`config.mk`:
```
export PLATFORM = sky130hd
export DESIGN_NAME = iss_stage
export DESIGN_NICKNAME = d
export VERILOG_FILES = /design/src/rtl/iss_pkg.sv /design/src/rtl/iss_rf_addr.sv /design/src/rtl/iss_slot.sv /design/src/rtl/iss_stage.sv
export SDC_FILE = /design/constraint.sdc
export NUM_CORES = 1
export LEC_CHECK = 0
export BUFFER_PORTS_ARGS = -buffer_cell sky130_fd_sc_hd__buf_2
export CAP_MARGIN = 0
export CORE_AREA = 2 2 180 182
export DETAILED_ROUTE_END_ITERATION = 6
export DIE_AREA = 0 0 182 184
export PLACE_DENSITY = 0.48
export REMOVE_ABC_BUFFERS = 1
export SETUP_SLACK_MARGIN = 0.5
export SLEW_MARGIN = 15
export SYNTH_ARGS = -nofsm -noshare
export SYNTH_HDL_FRONTEND = slang
export SYNTH_SLANG_ARGS = --single-unit
```
`constraint.sdc`:
```
create_clock -name clk -period 2.8 [get_ports clk]
set_clock_uncertainty 0.2 [all_clocks]
set_input_delay 0.42 -clock clk [delete_from_list [all_inputs] [get_ports clk]]
set_output_delay 0.42 -clock clk [all_outputs]
set_load 0.05 [all_outputs]
```
`src/rtl/iss_pkg.sv`:
```
// Package: default sizes shared by the issue stage and its submodules.
// Assumes: nothing beyond the parameter values below.
package iss_pkg;
    parameter int ISS_TAG_W  = 8;
    parameter int ISS_REG_W  = 5;
    parameter int ISS_DATA_W = 32;
    parameter int ISS_NSRC   = 2;
endpackage

```
`src/rtl/iss_rf_addr.sv`:
```
// Module: forms the register-file read addresses from the decoder's fields.
// Kept apart from the issue control so that address decode does not sit on
// the stall path. Assumes: the bank select is the address MSB.
module iss_rf_addr #(
    parameter int REG_W  = iss_pkg::ISS_REG_W,
    parameter int NSRC   = iss_pkg::ISS_NSRC,
    localparam int ADDR_W = REG_W + 1
) (
    input  logic [NSRC-1:0][REG_W-1:0]  in_reg,
    input  logic [NSRC-1:0]             in_fp,
    output logic [NSRC-1:0][ADDR_W-1:0] rf_addr
);
    // Per source: bank select on top of the register number.
    for (genvar i = 0; i < NSRC; i++) begin : g_src
        assign rf_addr[i] = {in_fp[i], in_reg[i]};
    end
endmodule

```
`src/rtl/iss_slot.sv`:
```
// Module: one instruction holding slot with writeback snooping.
// Any write whose address matches a held operand replaces its value and marks
// it current, including a write in the same cycle the slot is loaded.
// Assumes: ld has priority over clr; the owner never raises both for a drop.
module iss_slot #(
    parameter int TAG_W  = iss_pkg::ISS_TAG_W,
    parameter int ADDR_W = iss_pkg::ISS_REG_W + 1,
    parameter int DATA_W = iss_pkg::ISS_DATA_W,
    parameter int NSRC   = iss_pkg::ISS_NSRC
) (
    input  logic                        clk,
    input  logic                        rst_n,
    input  logic                        clr,
    input  logic                        ld,
    input  logic [TAG_W-1:0]            ld_tag,
    input  logic [NSRC-1:0][ADDR_W-1:0] ld_addr,
    input  logic [NSRC-1:0][DATA_W-1:0] ld_val,
    input  logic [NSRC-1:0]             ld_ok,
    input  logic                        wb_en,
    input  logic [ADDR_W-1:0]           wb_addr,
    input  logic [DATA_W-1:0]           wb_data,
    output logic                        q_valid,
    output logic [TAG_W-1:0]            q_tag,
    output logic [NSRC-1:0][ADDR_W-1:0] q_addr,
    output logic [NSRC-1:0][DATA_W-1:0] q_val,
    output logic [NSRC-1:0]             q_ok
);
    logic [NSRC-1:0][ADDR_W-1:0] base_addr;
    logic [NSRC-1:0][DATA_W-1:0] val_n;
    logic [NSRC-1:0]             ok_n;

    // Pick new or held operands, then apply the snooped writeback.
    always_comb begin
        base_addr = ld ? ld_addr : q_addr;
        val_n     = ld ? ld_val  : q_val;
        ok_n      = ld ? ld_ok   : q_ok;
        for (int i = 0; i < NSRC; i++) begin
            if (wb_en && (base_addr[i] == wb_addr)) begin
                val_n[i] = wb_data;
                ok_n[i]  = 1'b1;
            end
        end
    end

    // Slot state register.
    always_ff @(posedge clk) begin
        if (!rst_n) begin
            q_valid <= 1'b0;
            q_tag   <= '0;
            q_addr  <= '0;
            q_val   <= '0;
            q_ok    <= '0;
        end else begin
            if (ld) begin
                q_valid <= 1'b1;
                q_tag   <= ld_tag;
                q_addr  <= ld_addr;
            end else if (clr) begin
                q_valid <= 1'b0;
            end
            q_val <= val_n;
            q_ok  <= ok_n;
        end
    end
endmodule

```
`src/rtl/iss_stage.sv`:
```
// Module: issue stage with a flop-driven stall, a one-entry skid slot and
// writeback bypass into the held operands.
// Assumes: rf_data returns in the same cycle as rf_addr; the decoder holds
// its offer while stall_out is high; hazard detection sets in_pend.
module iss_stage #(
    parameter int TAG_W  = iss_pkg::ISS_TAG_W,
    parameter int REG_W  = iss_pkg::ISS_REG_W,
    parameter int DATA_W = iss_pkg::ISS_DATA_W,
    parameter int NSRC   = iss_pkg::ISS_NSRC,
    localparam int ADDR_W = REG_W + 1
) (
    input  logic                        clk,
    input  logic                        rst_n,
    input  logic                        flush,
    input  logic                        in_valid,
    input  logic [TAG_W-1:0]            in_tag,
    input  logic [NSRC-1:0][REG_W-1:0]  in_reg,
    input  logic [NSRC-1:0]             in_fp,
    input  logic [NSRC-1:0]             in_pend,
    output logic                        stall_out,
    output logic [NSRC-1:0][ADDR_W-1:0] rf_addr,
    input  logic [NSRC-1:0][DATA_W-1:0] rf_data,
    input  logic                        wb_en,
    input  logic [ADDR_W-1:0]           wb_addr,
    input  logic [DATA_W-1:0]           wb_data,
    input  logic                        can_issue,
    output logic                        iss_valid,
    output logic [TAG_W-1:0]            iss_tag,
    output logic [NSRC-1:0][DATA_W-1:0] iss_op
);
    logic                        stall_q;
    logic                        fire, accept, h_free;
    logic                        h_from_s, h_from_in, h_ld, h_clr, s_ld, s_clr;
    logic                        h_valid, s_valid;
    logic [TAG_W-1:0]            h_tag, s_tag, hl_tag;
    logic [NSRC-1:0][ADDR_W-1:0] h_addr, s_addr, hl_addr;
    logic [NSRC-1:0][DATA_W-1:0] h_val, s_val, hl_val;
    logic [NSRC-1:0]             h_ok, s_ok, hl_ok;

    // Address decode for the first-cycle register read.
    iss_rf_addr #(.REG_W(REG_W), .NSRC(NSRC)) u_addr (
        .in_reg (in_reg),
        .in_fp  (in_fp),
        .rf_addr(rf_addr)
    );

    // Slot control: issue decision, intake and routing between the slots.
    always_comb begin
        fire      = h_valid && (&h_ok) && can_issue && !flush;
        accept    = in_valid && !stall_q && !flush;
        h_free    = !h_valid || fire;
        h_from_s  = s_valid && h_free && !flush;
        h_from_in = accept && !s_valid && h_free;
        h_ld      = h_from_s || h_from_in;
        h_clr     = flush || fire;
        s_ld      = accept && !h_from_in;
        s_clr     = flush || h_from_s;
    end

    // Load source for the main slot: skid entry first, else the new offer.
    always_comb begin
        if (h_from_s) begin
            hl_tag  = s_tag;
            hl_addr = s_addr;
            hl_val  = s_val;
            hl_ok   = s_ok;
        end else begin
            hl_tag  = in_tag;
            hl_addr = rf_addr;
            hl_val  = rf_data;
            hl_ok   = ~in_pend;
        end
    end

    // Main slot: the instruction being offered for issue.
    iss_slot #(.TAG_W(TAG_W), .ADDR_W(ADDR_W), .DATA_W(DATA_W), .NSRC(NSRC)) u_hold (
        .clk(clk), .rst_n(rst_n), .clr(h_clr), .ld(h_ld),
        .ld_tag(hl_tag), .ld_addr(hl_addr), .ld_val(hl_val), .ld_ok(hl_ok),
        .wb_en(wb_en), .wb_addr(wb_addr), .wb_data(wb_data),
        .q_valid(h_valid), .q_tag(h_tag), .q_addr(h_addr), .q_val(h_val), .q_ok(h_ok)
    );

    // Skid slot: catches the instruction offered during the stall delay.
    iss_slot #(.TAG_W(TAG_W), .ADDR_W(ADDR_W), .DATA_W(DATA_W), .NSRC(NSRC)) u_skid (
        .clk(clk), .rst_n(rst_n), .clr(s_clr), .ld(s_ld),
        .ld_tag(in_tag), .ld_addr(rf_addr), .ld_val(rf_data), .ld_ok(~in_pend),
        .wb_en(wb_en), .wb_addr(wb_addr), .wb_data(wb_data),
        .q_valid(s_valid), .q_tag(s_tag), .q_addr(s_addr), .q_val(s_val), .q_ok(s_ok)
    );

    // Stall flop: set when a held instruction failed to issue this cycle.
    always_ff @(posedge clk) begin
        if (!rst_n) stall_q <= 1'b0;
        else        stall_q <= h_valid && !fire && !flush;
    end

    assign stall_out = stall_q;
    assign iss_valid = fire;
    assign iss_tag   = h_tag;
    assign iss_op    = h_val;
endmodule

```
# Yosys cells after proc, flatten, opt, wreduce, memory -nomap -nowiden
# Cells that the tools add are included.
word_totals:
  register_bits: 175
  inputBits: 130
  out_inout_bits: 86
  wordCells: 77
classes:
  eq_ne: 4
  mux: 22
  bitwise_logic: 1
  n_reduce_logical: 33
op_table:
  columns: ["op", "count"]
  rows:
  - ["two-way mux 64 bit", 3]
  - ["two-way mux 32 bit", 4]
  - ["two-way mux 12 bit", 3]
  - ["equality test 6 bit", 4]
  - ["logical AND 1 bit", 16]
  - ["nonzero test 2 bit", 6]
  - ["two-way mux 1 bit", 8]
  - ["two-way mux 8 bit", 1]
  - ["logical NOT 1 bit", 6]
  - ["two-way mux 2 bit", 3]
  - ["logical OR 1 bit", 4]
  - ["NOT 2 bit", 1]
  - ["AND reduction 2 bit", 1]

# Logic depth before layout (Yosys ltp)
logic_depth:
  word_depth: 12
  depth_mapped: 10
  depth_no_buf: 6

# Modules after synthesis
# A second synthesis with hierarchy kept.
unflattened:
  cells_unflattened: 948
  hier_area_um2: 9532.9
by_module_without_submodules:
  columns: ["mod", "n_inst", "cells_each", "area_per_inst_um2", "seq_area_each_um2"]
  rows:
  - ["iss_slot", 2, 411, 4130.2, 1741.7]
  - ["iss_stage", 1, 114, 1182.4, 20.0]
  - ["iss_rf_addr", 1, 12, 90.1, 0.0]

# Worst setup path after synthesis
# OpenSTA, ideal clock, no wires.
synth_timing:
  path_kind: "register to register"
  start: "register stall_q (netlist: stall_out)"
  end: "register u_hold.q_val[33] (netlist name)"
  setup_ns: 0.072
  arrival_ns: 2.495
  required_time_ns: 2.528
  path_slack_ns: 0.034
  path_stages_with_launch: 9
  n_path_buf: 2
  period_less_slack_ns: 2.766
  path_cell_list: "dfxtp_1 -> nand2b_1 -> a221oi_2 -> buf_2 -> mux2i_1 -> nor2_1 -> a2111oi_4 -> buf_4 -> mux2i_1"
synth_between:
  elab_chain_cells: 10
  elab_cells_between_ends: 11
  cone_classes: "eq/ne (1); mux (2); reduce/logical (8)"
synth_lines:
  columns: ["item", "line", "text"]
  rows:
  - ["start: declaration", "iss_stage.sv:31", "logic stall_q;"]
  - ["start signal: assignment", "iss_stage.sv:94", "else stall_q <= h_valid && !fire && !flush;"]
  - ["logical NOT 1 bit (*)", "iss_stage.sv:50", "accept = in_valid && !stall_q && !flush;"]
  - ["logical AND 1 bit (*) (2 in series)", "iss_stage.sv:50", null]
  - ["logical AND 1 bit (*) (2 in series)", "iss_stage.sv:53", "h_from_in = accept && !s_valid && h_free;"]
  - ["logical OR 1 bit (*)", "iss_stage.sv:54", "h_ld = h_from_s || h_from_in;"]
  - ["two-way mux 12 bit", null, null]
  - ["equality test 6 bit", "iss_slot.sv:38", "if (wb_en && (base_addr[i] == wb_addr)) begin"]
  - ["logical AND 1 bit", "iss_slot.sv:38", null]
  - ["two-way mux 32 bit or nonzero test 2 bit (tied branches)", null, null]
  - ["end signal: assignment", "iss_slot.sv:61", "q_val <= val_n;"]
  - ["end: declaration", "iss_slot.sv:25", "output logic [NSRC-1:0][DATA_W-1:0] q_val,"]
# Every way passes the cells marked *; elsewhere a longest branch is shown, timed or not.
# A chain may end at the register's enable or synchronous reset.

# Worst setup path in the final report
layout_timing:
  start: "register stall_q (netlist: stall_out)"
  end: "register u_skid.q_val[39] (netlist name)"
layout_between:
  elab_chain_cells: 11
  elab_cells_between_ends: 12
  cone_classes: "eq/ne (1); mux (2); reduce/logical (9)"
layout_lines:
  columns: ["item", "line", "text"]
  rows:
  - ["logical NOT 1 bit (*)", "iss_stage.sv:50", null]
  - ["logical AND 1 bit (*) (2 in series)", "iss_stage.sv:50", null]
  - ["logical AND 1 bit (2 in series)", "iss_stage.sv:53", null]
  - ["logical NOT 1 bit", "iss_stage.sv:56", "s_ld = accept && !h_from_in;"]
  - ["logical AND 1 bit (*)", "iss_stage.sv:56", null]
  - ["two-way mux 12 bit", null, null]
  - ["equality test 6 bit", "iss_slot.sv:38", null]
  - ["logical AND 1 bit", "iss_slot.sv:38", null]
  - ["two-way mux 32 bit or nonzero test 2 bit (tied branches)", null, null]
  - ["end signal: assignment", "iss_slot.sv:61", null]
  - ["end: declaration", "iss_slot.sv:25", null]
# Marks and branches as above.

==> qor.tcl <==
set qor(run_status) {complete, no violations}
set qor(detailed_router_iteration_count_before_antenna_repair) 5
set qor(clock_tree.root_cell) {sky130_fd_sc_hd__clkbuf_16}
set qor(fp-row-count) 65
set qor(hpwl_mm) 20.8
set qor(drc_errors) 0
set qor(grt_util_all_layers_pct) 20.1
set qor(gp_congestion) 0.798
set qor(design.portCount) 216
set qor(worst_slew_margin_rel_pct) 63.8
set qor(routed_wirelength_mm) 34.6
set qor(initial_core_util_pct) 29.9
set qor(max-clock-path-buffers) 2
set qor(number_of_enable_flip_flop_cells_after_synthesis) 0
set qor(async_reset_ff_share_pct) 0
set qor(initial_drt_markers) 632
set qor(min_period_over_period_pct) 95.7
set qor(clock_sinks) 175
set qor(yosys.area_share.adder_pct) 0
set qor(grt_start_max_net_pins) 85
set qor(worstSkewPairLatency_ns) 0.45
set qor(drt-wirelength-per-cell_um) 18.7
set qor(via_count) 9340
set qor(fmax_ghz) 0.373
set qor(drv_cap) 0
set qor(synth_top_family_by_area) {simple AND/OR/NAND/NOR gates}
set qor(startpoint_type) {flop}
set qor(grt_antenna_before_repair) 3
set qor(synth_cell_types) 56
set qor(cts_tree) {yes}
set qor(worstMarginPinSlew_ns) 0.539
set qor(yosys-mux-area-fraction_pct) 15.2
set qor(min_path_type) {input pin to flop}
set qor(grt_pass1_vias) 8967
set qor(power.density_cell_area_nw_per_um2) 537
set qor(finalPower_uw) 6860
set qor(setup.worst_path.end_class) {flop}
set qor(critPathMaxFanout) 11
set qor(quantity_of_i_o_buffers_inserted_on_ports) 215
set qor(synthesis.instances) 1201
set qor(ratio_of_cells_with_drive_above_1_in_the_final_layout_pct) 27.4
set qor(synth_xor_area_share_pct) 2.42
set qor(numCtsBuffers) 17
set qor(design.die.area_um2) 33500
set qor(synthFlopType) {sky130_fd_sc_hd__dfxtp_1}
set qor(place_worst_setup_slack_ns) -0.158
set qor(final.min_clock_period_ns) 2.68
set qor(fin_area_um2) 12800
set qor(leakage_uw) 0.00599
set qor(ys_ff_latch) 175
set qor(dieHeight_um) 184
set qor(post_synth.cell_area_avg_um2) 7.82
set qor(setup_viol) 0
set qor(core_area_um2) 31400
set qor(synth-seq-area-share_pct) 37.3
set qor(final_antenna_net_count) 0
set qor(worst-endpoint-required_ns) 2.93
set qor(yosysWarnings) 0
set qor(final_max_slew_viol_count) 0
set qor(finalCoreUtilization_pct) 40.7
set qor(synth_compound_gate_area_share_pct) 13.2
set qor(synth_area_um2) 9390
set qor(nets) 1558
set qor(area_delta_synth_final_pct) 36.1
set qor(simple_gate_area_share_of_the_yosys_netlist_pct) 25.8
set qor(postPlaceCellArea_um2) 11100
set qor(clkTransAtPathRegs_ns) 0.07
set qor(grt_first_pass_wirelength_mm) 52.0
set qor(cp.arrival_ns) 2.81
set qor(globalRouteOverflowTotal) 0
set qor(vdd.ir_drop.worst_uv) 411
set qor(timing_hold_violations_final) 0
set qor(finalWorstSetupSlack_ns) 0.120
set qor(cts_htree_levels) 4
set qor(worst-setup-path-type) {flop to flop}
set qor(die_wd_um) 182
set qor(setup_repair_after_global_routing_missed_its_margin) {yes}
set qor(timing.hold.ws_ns) 0.0317
set qor(detail_route.vias_per_cell) 5.06
-- synth_stat cells, drive strengths merged, types with 7 or more instances --
master  instances  area share (%)
xor2            7            0.65
a311o          64             6.8
nand2         360              14
nor2          157             6.3
dfxtp         175              37
xnor2          19             1.8
a311oi         17             1.6
clkbuf         68             2.7
buf            46             3.0
or3            33             2.2
a21oi          24             1.3
inv             9            0.36
mux2i         138              15
nand2b         12            0.80
-- per-stage QoR --
step,TNS [ns],std cells
2_1_floorplan,-823.59,1087
3_3_place_gp,-11.07,1767
3_5_place_dp,-11.90,1767
4_1_cts,0,1828
5_1_grt,-0.00156,1843
6_report,0,1845
-- cell usage in the layout, fill, tap and decap left out, types with 8 or more instances in the layout --
cell                        instances
sky130_fd_sc_hd__a21oi_1           21
sky130_fd_sc_hd__a311o_1           64
sky130_fd_sc_hd__a311oi_1          17
sky130_fd_sc_hd__buf_12            20
sky130_fd_sc_hd__buf_16             9
sky130_fd_sc_hd__buf_2            215
sky130_fd_sc_hd__buf_4             51
sky130_fd_sc_hd__buf_6             15
sky130_fd_sc_hd__clkbuf_16         23
sky130_fd_sc_hd__dfxtp_1          170
sky130_fd_sc_hd__inv_1              8
sky130_fd_sc_hd__mux2i_1          132
sky130_fd_sc_hd__nand2_1          360
sky130_fd_sc_hd__nand2b_1          10
sky130_fd_sc_hd__nor2_1           156
sky130_fd_sc_hd__or3_1             32
sky130_fd_sc_hd__xnor2_1           18
-- flip-flops by register name (all words and copies together) (netlist names) --
| signal | count |
|---|---|
| u_hold.q_tag | 8 |
| u_skid.q_addr | 12 |
| u_hold.q_valid | 1 |
| stall_out | 1 |
| u_skid.q_ok | 2 |
| u_hold.q_ok | 2 |
| u_hold.q_addr | 12 |
| u_skid.q_valid | 1 |
| u_hold.q_val | 64 |
| u_skid.q_tag | 8 |
| u_skid.q_val | 64 |
-- worst max-delay path: stages, from the launching register on --
cell	delay, ns
sky130_fd_sc_hd__dfxtp_4	0.37
sky130_fd_sc_hd__nor4bb_4	0.25
sky130_fd_sc_hd__buf_4	0.16
sky130_fd_sc_hd__a31o_4	0.20
sky130_fd_sc_hd__mux2i_4	0.27
sky130_fd_sc_hd__xnor2_1	0.08
sky130_fd_sc_hd__or4_4	0.67
sky130_fd_sc_hd__buf_12	0.21
sky130_fd_sc_hd__mux2i_1	0.12
-- routing by layer --
layer,share of wire (%),global-route usage (%),vias to the layer above
met5,0.064,0,-
met2,45,31.7,226
li1,-,-,4550
met4,0.95,5.42,4
met1,49,27.5,4536
met3,5.2,4.42,24
-- power breakdown --
part / total [µW] / switching [µW] / leakage (µW) / internal (µW)
sequential: 2720 / 88.4 / 0.00143 / 2640
combinational: 1440 / 917 / 0.00424 / 521
clock: 2700 / 1170 / 0.000316 / 1530
-- logic make-up (layout without fill, tap and decap cells) --
| family | Yosys count | in the layout |
|---|---|---|
| flip-flops | 175 | 175 |
| multiplexers | 142 | 142 |
| buffers and inverters | 123 | 363 |
| other | 0 | 2 |
| AO/OA/AOI/OAI | 142 | 142 |
| AND/OR/NAND/NOR | 593 | 593 |
| XOR/XNOR | 26 | 26 |
-- final cells by class --
cell class	instances	area, µm²
well taps	402	503
clock buffers	17	425
clock inverters	15	219
inverters	9	36.3
flip-flops and latches	175	3510
repair buffers	322	2520
fillers	3250	18600
diodes	2	5.00
multi-input cells	903	5570
-- repair_timing --
item / CTS / global route
hold endpoints to repair: 3 / 0
hold buffers: 3 / 0
setup buffers: 17 / 9
gates resized for setup: 55 / 30
setup endpoints to repair: 135 / 136
pin swaps: 9 / 13
gates cloned: 9 / 6
-- worst paths after layout --
path | slack [ns] | start | end | cells after the start
setup / recovery | 0.12 | stall_out | u_skid.q_val[39] | 8
setup reg to reg | 0.12 | stall_out | u_skid.q_val[39] | 8
hold reg to reg | 0.26 | u_skid.q_tag[3] | u_skid.q_tag[3] | 2
hold / removal | 0.03 | in_tag[2] | u_skid.q_tag[2] | 3
Power figures use the tool's default switching activity.
